File: config.mk
export PLATFORM = sky130hd
export DESIGN_NAME = async_frame_tx
export DESIGN_NICKNAME = d
export VERILOG_FILES = /design/src/rtl/uftx_pkg.sv /design/src/rtl/uftx_parity.sv /design/src/rtl/uftx_baud_gen.sv /design/src/rtl/uftx_frame_ctrl.sv /design/src/rtl/async_frame_tx.sv
export SDC_FILE = /design/constraint.sdc
export NUM_CORES = 1
export LEC_CHECK = 0
export BUFFER_PORTS_ARGS = -buffer_cell sky130_fd_sc_hd__buf_2
export CAP_MARGIN = 10
export CORE_MARGIN = 5
export CORE_UTILIZATION = 52
export DETAILED_ROUTE_END_ITERATION = 6
export MAX_ROUTING_LAYER = met4
export PLACE_DENSITY = 0.72
export REMOVE_ABC_BUFFERS = 1
export SLEW_MARGIN = 30
export SYNTH_ARGS = -nofsm -noshare
export SYNTH_HDL_FRONTEND = slang
export SYNTH_HIERARCHICAL = 1
export SYNTH_SLANG_ARGS = --single-unit
File: constraint.sdc
create_clock -name clk -period 2.9 [get_ports clk]
set_input_delay 0.58 -clock clk [delete_from_list [all_inputs] [get_ports clk]]
set_output_delay 0.58 -clock clk [all_outputs]
set_load 0.005 [all_outputs]
File: src/rtl/uftx_pkg.sv
package uftx_pkg;

  localparam int UFTX_DATA_MAX = 8;
  localparam int UFTX_DATA_MIN = 7;
  localparam int UFTX_FRAME_MAX = UFTX_DATA_MAX + 3;
  localparam int UFTX_CNT_W = $clog2(UFTX_FRAME_MAX);

  typedef struct packed {
    logic len8;
    logic par_en;
    logic par_odd;
  } uftx_cfg_t;

  // Frame image, bit 0 leaves first; unused upper positions are idle ones.
  function automatic logic [UFTX_FRAME_MAX-1:0] uftx_build(
      input logic [UFTX_DATA_MAX-1:0] d, input uftx_cfg_t c, input logic p);
    logic [UFTX_FRAME_MAX-1:0] f;
    f = '1;
    f[0] = 1'b0;
    for (int i = 0; i < UFTX_DATA_MAX; i++) begin
      if (i < UFTX_DATA_MIN || c.len8) f[i+1] = d[i];
    end
    if (c.par_en) begin
      if (c.len8) f[UFTX_DATA_MAX+1] = p;
      else        f[UFTX_DATA_MIN+1] = p;
    end
    return f;
  endfunction

  function automatic logic [UFTX_CNT_W-1:0] uftx_bits(input uftx_cfg_t c);
    int n;
    n = 2 + (c.len8 ? UFTX_DATA_MAX : UFTX_DATA_MIN) + (c.par_en ? 1 : 0);
    return UFTX_CNT_W'(n);
  endfunction

endpackage

File: src/rtl/uftx_parity.sv
module uftx_parity
  import uftx_pkg::*;
(
  input  logic [UFTX_DATA_MAX-1:0] data,
  input  logic                     len8,
  input  logic                     odd,
  output logic                     par
);

  logic [UFTX_DATA_MAX-1:0] mask;

  generate
    for (genvar g = 0; g < UFTX_DATA_MAX; g++) begin : g_mask
      if (g < UFTX_DATA_MIN) begin : g_fixed
        assign mask[g] = 1'b1;
      end else begin : g_opt
        assign mask[g] = len8;
      end
    end
  endgenerate

  assign par = (^(data & mask)) ^ odd;

endmodule

File: src/rtl/uftx_baud_gen.sv
module uftx_baud_gen #(
  parameter int DIV_W = 16
) (
  input  logic             clk,
  input  logic             rst,
  input  logic             load,
  input  logic [DIV_W-1:0] div_in,
  input  logic             run,
  output logic             tick
);

  logic [DIV_W-1:0] cnt_q;
  logic [DIV_W-1:0] div_q;

  assign tick = run && (cnt_q == div_q);

  always_ff @(posedge clk) begin
    if (rst) begin
      cnt_q <= '0;
      div_q <= '0;
    end else if (load) begin
      cnt_q <= '0;
      div_q <= div_in;
    end else if (tick) begin
      cnt_q <= '0;
    end else if (run) begin
      cnt_q <= cnt_q + 1'b1;
    end
  end

  always @(posedge clk) begin
    if (!rst) begin
      assert_cnt_range_R3: assert (cnt_q <= div_q)
        else $error("bit counter beyond latched divisor");
    end
  end

endmodule

File: src/rtl/uftx_frame_ctrl.sv
module uftx_frame_ctrl
  import uftx_pkg::*;
(
  input  logic                     clk,
  input  logic                     rst,
  input  logic [UFTX_DATA_MAX-1:0] in_data,
  input  logic                     in_valid,
  input  uftx_cfg_t                cfg,
  input  logic                     par_bit,
  input  logic                     tick,
  output logic                     in_ready,
  output logic                     start,
  output logic                     tx_line,
  output logic                     busy
);

  logic [UFTX_FRAME_MAX-2:0] rest_q;
  logic [UFTX_CNT_W-1:0]     left_q;
  logic                      busy_q;
  logic                      tx_q;
  logic                      last_slot;
  logic [UFTX_FRAME_MAX-1:0] frame;

  assign last_slot = busy_q && (left_q == '0) && tick;
  assign in_ready  = !busy_q || last_slot;
  assign start     = in_valid && in_ready;
  assign frame     = uftx_build(in_data, cfg, par_bit);

  always_ff @(posedge clk) begin
    if (rst) begin
      tx_q   <= 1'b1;
      busy_q <= 1'b0;
      left_q <= '0;
      rest_q <= '1;
    end else if (start) begin
      tx_q   <= frame[0];
      rest_q <= frame[UFTX_FRAME_MAX-1:1];
      left_q <= uftx_bits(cfg) - 1'b1;
      busy_q <= 1'b1;
    end else if (tick) begin
      if (left_q == '0) begin
        tx_q   <= 1'b1;
        busy_q <= 1'b0;
      end else begin
        tx_q   <= rest_q[0];
        rest_q <= {1'b1, rest_q[UFTX_FRAME_MAX-2:1]};
        left_q <= left_q - 1'b1;
      end
    end
  end

  assign tx_line = tx_q;
  assign busy    = busy_q;

  assert_idle_high_R1: assert property (@(posedge clk) disable iff (rst)
    !busy_q |-> tx_q);
  assert_start_low_R2: assert property (@(posedge clk) disable iff (rst)
    (in_valid && in_ready) |=> (!tx_q && busy_q));
  assert_hold_R3: assert property (@(posedge clk) disable iff (rst)
    (busy_q && !tick && !start) |=> $stable(tx_q));
  assert_stop_high_R7: assert property (@(posedge clk) disable iff (rst)
    $fell(busy_q) |-> tx_q);
  assert_ready_gate_R8: assert property (@(posedge clk) disable iff (rst)
    in_ready |-> (!busy_q || tick));

endmodule

File: src/rtl/async_frame_tx.sv
module async_frame_tx
  import uftx_pkg::*;
#(
  parameter int DIV_W = 16
) (
  input  logic             clk,
  input  logic             rst,
  input  logic [DIV_W-1:0] div_val,
  input  logic             cfg_len8,
  input  logic             cfg_par_en,
  input  logic             cfg_par_odd,
  input  logic [7:0]       in_data,
  input  logic             in_valid,
  output logic             in_ready,
  output logic             tx_line,
  output logic             busy
);

  uftx_cfg_t cfg;
  logic      par_bit;
  logic      tick;
  logic      start;

  assign cfg.len8    = cfg_len8;
  assign cfg.par_en  = cfg_par_en;
  assign cfg.par_odd = cfg_par_odd;

  uftx_parity u_par (
    .data (in_data),
    .len8 (cfg_len8),
    .odd  (cfg_par_odd),
    .par  (par_bit)
  );

  uftx_baud_gen #(.DIV_W(DIV_W)) u_baud (
    .clk    (clk),
    .rst    (rst),
    .load   (start),
    .div_in (div_val),
    .run    (busy),
    .tick   (tick)
  );

  uftx_frame_ctrl u_ctrl (
    .clk      (clk),
    .rst      (rst),
    .in_data  (in_data),
    .in_valid (in_valid),
    .cfg      (cfg),
    .par_bit  (par_bit),
    .tick     (tick),
    .in_ready (in_ready),
    .start    (start),
    .tx_line  (tx_line),
    .busy     (busy)
  );

endmodule

After elaboration in Yosys (flattened, before gate mapping). Cells that the tools add are included.

Output and inout bits: 3. Bits of input ports: 30. Register bits: 47. Logic and storage cells: 46.

Equality and inequality tests: 2. Reduce and logical (&&, ||, !) cells: 13. $add $sub $neg: 5. Bitwise gates (word level): 2. Muxes and demuxes: 18.

Operators by type and width (count): 2-to-1 mux 9 bit (3); adder 16 x 1 -> 16 bit, second input constant (1); equality test 16 bit (1); 2-to-1 mux 4 bit (4); 2-to-1 mux 1 bit (10); bitwise AND 8 bit (1); XOR reduction 8 bit (1); subtractor 4 x 1 -> 4 bit, second input constant (2); adder 3 x 4 -> 4 bit, first input constant (1); adder 4 bit (1); logical AND 1 bit (4); logical NOT 4 bit (1); AND reduction 2 bit (2); nonzero test 2 bit (2); OR reduction 3 bit (1); 2-to-1 mux 2 bit (1); inequality test 2 bit, second input constant (1); logical NOT 1 bit (1); logical OR 1 bit (1); XOR 1 bit (1).

Longest topological paths before layout.
Depth after elaboration: 7. Gate-level depth with buffers: 14. Mapped depth without buffers: 8.

Modules after synthesis. The synthesis kept the hierarchy.

Modules (own cells, without submodules): uftx_baud_gen (times used 1, area each 1577.8 sq um, seq. area each 640.6 sq um, cells each 152); uftx_frame_ctrl (times used 1, area each 837.1 sq um, seq. area each 300.3 sq um, cells each 100); uftx_parity (times used 1, area each 86.3 sq um, seq. area each 0.0 sq um, cells each 8).

Worst setup path after synthesis. Ideal clock, no wire load.

Kind: register to register. Start point: reg u_baud.cnt_q[9]. End point: reg u_baud.div_q[11]. Setup time: 0.128 ns. Path buffers: 6. Path slack: -0.244 ns. Data required time: 2.772 ns. Clock period less this slack: 3.144 ns. Stages on the path, launching flop included: 15. Arrival time: 3.016 ns. Path through: dfxtp_1 -> xnor2_1 -> nand4_1 -> nor4_1 -> and3_1 -> buf_6 -> buf_12 -> buf_2 -> nand4bb_1 -> a21boi_1 -> buf_2 -> buf_4 -> clkbuf_1 -> mux2i_1 -> nor2_1.

Word-level cells in the longest chain between the ends: 5.

RTL lines: start, declared (RTL line uftx_baud_gen.sv:12) `logic [DIV_W-1:0] cnt_q;`; start signal, assigned (RTL line uftx_baud_gen.sv:27) `cnt_q <= cnt_q + 1'b1;`; equality test 16 bit (RTL line uftx_baud_gen.sv:15) `assign tick = run && (cnt_q == div_q);`; logical AND 1 bit (RTL line uftx_baud_gen.sv:15); named net tick (RTL line async_frame_tx.sv:21) `logic tick;`; logical AND 1 bit (RTL line uftx_frame_ctrl.sv:24) `assign last_slot = busy_q && (left_q == '0) && tick;`; logical OR 1 bit (RTL line uftx_frame_ctrl.sv:25) `assign in_ready = !busy_q || last_slot;`; logical AND 1 bit (RTL line uftx_frame_ctrl.sv:26) `assign start = in_valid && in_ready;`; named net start (RTL line async_frame_tx.sv:22) `logic start;`; end signal, assigned (RTL line uftx_baud_gen.sv:23) `div_q <= div_in;`; end, declared (RTL line uftx_baud_gen.sv:13) `logic [DIV_W-1:0] div_q;`.

The timed path passes the listed nets, and every way through them passes these cells. A chain may end at the register's enable or synchronous reset.

Worst setup path after layout.
Start point: reg u_baud.cnt_q[9]. End point: out in_ready.

Word-level cells in the longest chain between the ends: 4.

RTL lines: equality test 16 bit (RTL line uftx_baud_gen.sv:15); logical AND 1 bit (RTL line uftx_baud_gen.sv:15); named net tick (RTL line async_frame_tx.sv:21); logical AND 1 bit (RTL line uftx_frame_ctrl.sv:24); logical OR 1 bit (RTL line uftx_frame_ctrl.sv:25); end, declared (RTL line async_frame_tx.sv:14) `output logic in_ready,`.

The timed path passes the listed nets, and every way through them passes these cells.

==> results.tsv <==
stage	metric	value	unit
status	status	finished, final reports clean	
logic_synthesis	post-synth top area share	37.6	%
floorplan	die area	6300	um^2
layout	fin cells	343	
worst_hold_path	hold wc startpoint	div_val[2]	
timing	fin crit share	89.7	%
floorplan	Starting Density	53.3	%
floorplan	# IOs	33	
routing	initial DRC count	83	
timing	worst hold slack	0.513	ns
logic_synthesis	Unique masters post-synth	50	
clock_network	Clock transition at path regs	0.08	ns
worst_setup_path	CP Class	flop to output pin	
power	leakage power	0.00108	uW
layout	Layout Nets	322	
timing	achievable clock frequency	385	MHz
global_route	vias in the first global route	1946	
clock_network	post-CTS setup buffers	0	
worst_setup_path	RR Endpoint	u_ctrl/rest_q[1]	
placement	GPL Wtd Cong	0.864	
timing	skew final	0.00258	ns
layout	area grow syn2layout	11.3	%
power	Pwr per Cell Area	488	nW/um^2
placement	Post-DP HPWL	3630	um
timing	RSZ-0062 raised after global routing	false	
logic_synthesis	syn avg cell area	9.62	um^2
routing	routed wire length	5070	um
logic_synthesis	register area share after synthesis	37.6	%
floorplan	Core Box Area	4690	um^2
timing	Least-Margin Pin Slew	0.752	ns
logic_synthesis	EDFF count, synth	0	
routing	Routed Antenna Nets	0	
clock_network	Skew-Pair Late Insertion Delay	0.29	ns
routing	highest routed metal layer	met4	
routing	DRC	0	
timing	Tmin final	2.60	ns
layout	layout cells sized above 1	22.1	%
clock_network	CTS max path bufs	2	
logic_synthesis	largest cells by area after synthesis	dfxtp_1 (38%), xnor2_1 (11%), mux2i_1 (7.2%)	
routing	met3 routed WL	226	um
worst_setup_path	R2R cell count	8	
logic_synthesis	largest area contributor in the netlist	dfxtp_1	
routing	DR vias/cell	5.72	
logic_synthesis	Main synth FF type	dfxtp_1	
worst_setup_path	crit path max fanout	6	
logic_synthesis	synth warn	6	
timing	Slew Viols, Final	0	
logic_synthesis	Syn Inst Count	260	
routing	M1 wire length	2340	um
global_route	first-pass GRT wire length	8950	um
placement	Placed Cells	335	
clock_network	Max H-tree Level	2	
clock_network	Root Driver	clkbuf_8	
routing	via count	1963	
worst_setup_path	reg2reg start	u_baud/cnt_q[9]	
logic_synthesis	flops & latches, synth	47	
worst_hold_path	type of the most critical hold path	input pin to flop	
job	Max Cap Viol	0	
routing	first-pass iteration count of the detailed router	4	
clock_network	TritonCTS Buffers	5	
clock_network	CTS tree	yes	
routing	met2 routed WL	2430	um
global_route	GR Util All Layers	18.0	%
logic_synthesis	synthesized area	2500	um^2
worst_setup_path	Critical Path Source Type	flop	
logic_synthesis	most common cell in the netlist	dfxtp_1	
floorplan	Die Height	79.4	um
global_route	grt ovf	0	
placement	count of input and output buffers	32	
worst_hold_path	hold path cells	3	
logic_synthesis	synth cell count leaders	dfxtp_1 (47), xnor2_1 (31), nor2_1 (26)	
clock_network	hold_buf cts	0	
floorplan	FP Rows	25	
floorplan	die width	79.4	um
worst_setup_path	Arr. time, crit path	2.02	ns
global_route	initial antenna violation count	0	
layout	n_diodes	0	
power	IR drop worst, VDD	0.353	mV
routing	WL/cell	14.8	um
worst_setup_path	kind of end point of the critical path	output pin	
worst_setup_path	reg2reg setup slack	0.31	ns
logic_synthesis	async set-reset flop share out of synthesis	0	%
global_route	largest net degree at the start of global routing	32	
timing	setup TNS	0	ns
worst_hold_path	WHS Endpoint	u_baud/div_q[2]	
timing	Slew headroom	49.2	%
timing	Final Hold Fails	0	
clock_network	post_cts resized	0	
clock_network	clock sinks	47	
timing	Final setup viols	0	
worst_setup_path	Critical Path RT	2.32	ns
[routing by layer]
metal  GRT usage (%)  up-vias
met5               -        -
met4            5.33        0
met3            3.51        7
met2            29.1       43
met1            22.9      922
li1                -      991
[stage by stage]
step / utilization [%] / setup WS (ns) / cell area [um^2] / total power [uW]
2_1_floorplan: - / -2.44 / 2400 / 880
3_3_place_gp: 57.1 / 0.387 / 2680 / 957
3_5_place_dp: 57.3 / 0.369 / 2690 / 962
4_1_cts: 59.3 / 0.292 / 2780 / 1370
5_1_grt: 59.3 / 0.0713 / 2780 / 1430
6_report: 59.3 / 0.300 / 2780 / 1360
[layout make-up]
cell class	count	area, um^2
fillers	433	1910
multi-input cells	191	1460
flip-flops and latches	47	941
repair buffers	38	205
clock buffers	7	86.3
well taps	54	67.6
inverters	5	18.8
clock inverters	1	8.76
[worst max path at each step]
stage               cells past startpoint                to       startpoint  slack (ns)
floorplan                               8  u_ctrl/rest_q[8]  u_baud/cnt_q[9]       -2.44
global placement                        9  u_baud/cnt_q[10]  u_baud/cnt_q[9]        0.39
detailed placement                      9  u_baud/cnt_q[10]  u_baud/cnt_q[9]        0.37
CTS                                     7          in_ready  u_baud/cnt_q[9]        0.29
global route                            8  u_ctrl/rest_q[0]  u_baud/cnt_q[9]        0.07
finish                                  7          in_ready  u_baud/cnt_q[9]        0.30
[state kept, by name, indices dropped and copies added (netlist names)]
name,count
u_baud/cnt_q,16
u_baud/div_q,16
u_ctrl/busy,1
u_ctrl/left_q,4
u_ctrl/rest_q,9
u_ctrl/tx_line,1
[cells by family after synthesis]
family                     Yosys count  share of synthesized area (%)
muxes                               18                           7.20
adders and majority gates            4                           2.00
buffers and inverters               22                           4.90
and+or+nand+nor                     91                           23.0
DFF                                 47                           37.6
AOI/OAI and AO/OA                   39                           10.8
xor gates and xnor gates            39                           14.5
[cell usage in the layout, fill, tap and decap left out, drive strengths merged, types with 2 or more instances in the layout]
cell / Yosys / routed
nand3b: 3 / 3
o21ai: 4 / 4
or2: 2 / 2
nor3: 3 / 3
nor4: 19 / 19
a21o: 8 / 8
and4: 2 / 2
nor2b: 4 / 4
ha: 4 / 4
a21oi: 11 / 11
nor2: 27 / 27
nand3: 3 / 3
inv: 5 / 5
xnor2: 32 / 32
and3: 4 / 4
a221oi: 8 / 8
clkbuf: 5 / 7
buf: 12 / 38
dfxtp: 47 / 47
nand4: 9 / 9
mux2i: 18 / 18
nand2: 9 / 9
xor2: 6 / 6
[report_power, final]
| part | switching (uW) | total [uW] | internal (uW) |
|---|---|---|---|
| Combinational | 122 | 242 | 120 |
| Sequential | 27.1 | 704 | 677 |
| Clock | 217 | 412 | 196 |
| Total | 366 | 1360 | 992 |
[critical path, stage by stage (launching register included)]
cell	delay (ns)
dfxtp_1	0.44
xnor2_1	0.16
nand4_1	0.14
nor4_1	0.30
and3_1	0.22
nand4bb_1	0.22
nand2_1	0.12
buf_2	0.11
Note: power is estimated with default switching activity, not from simulation.
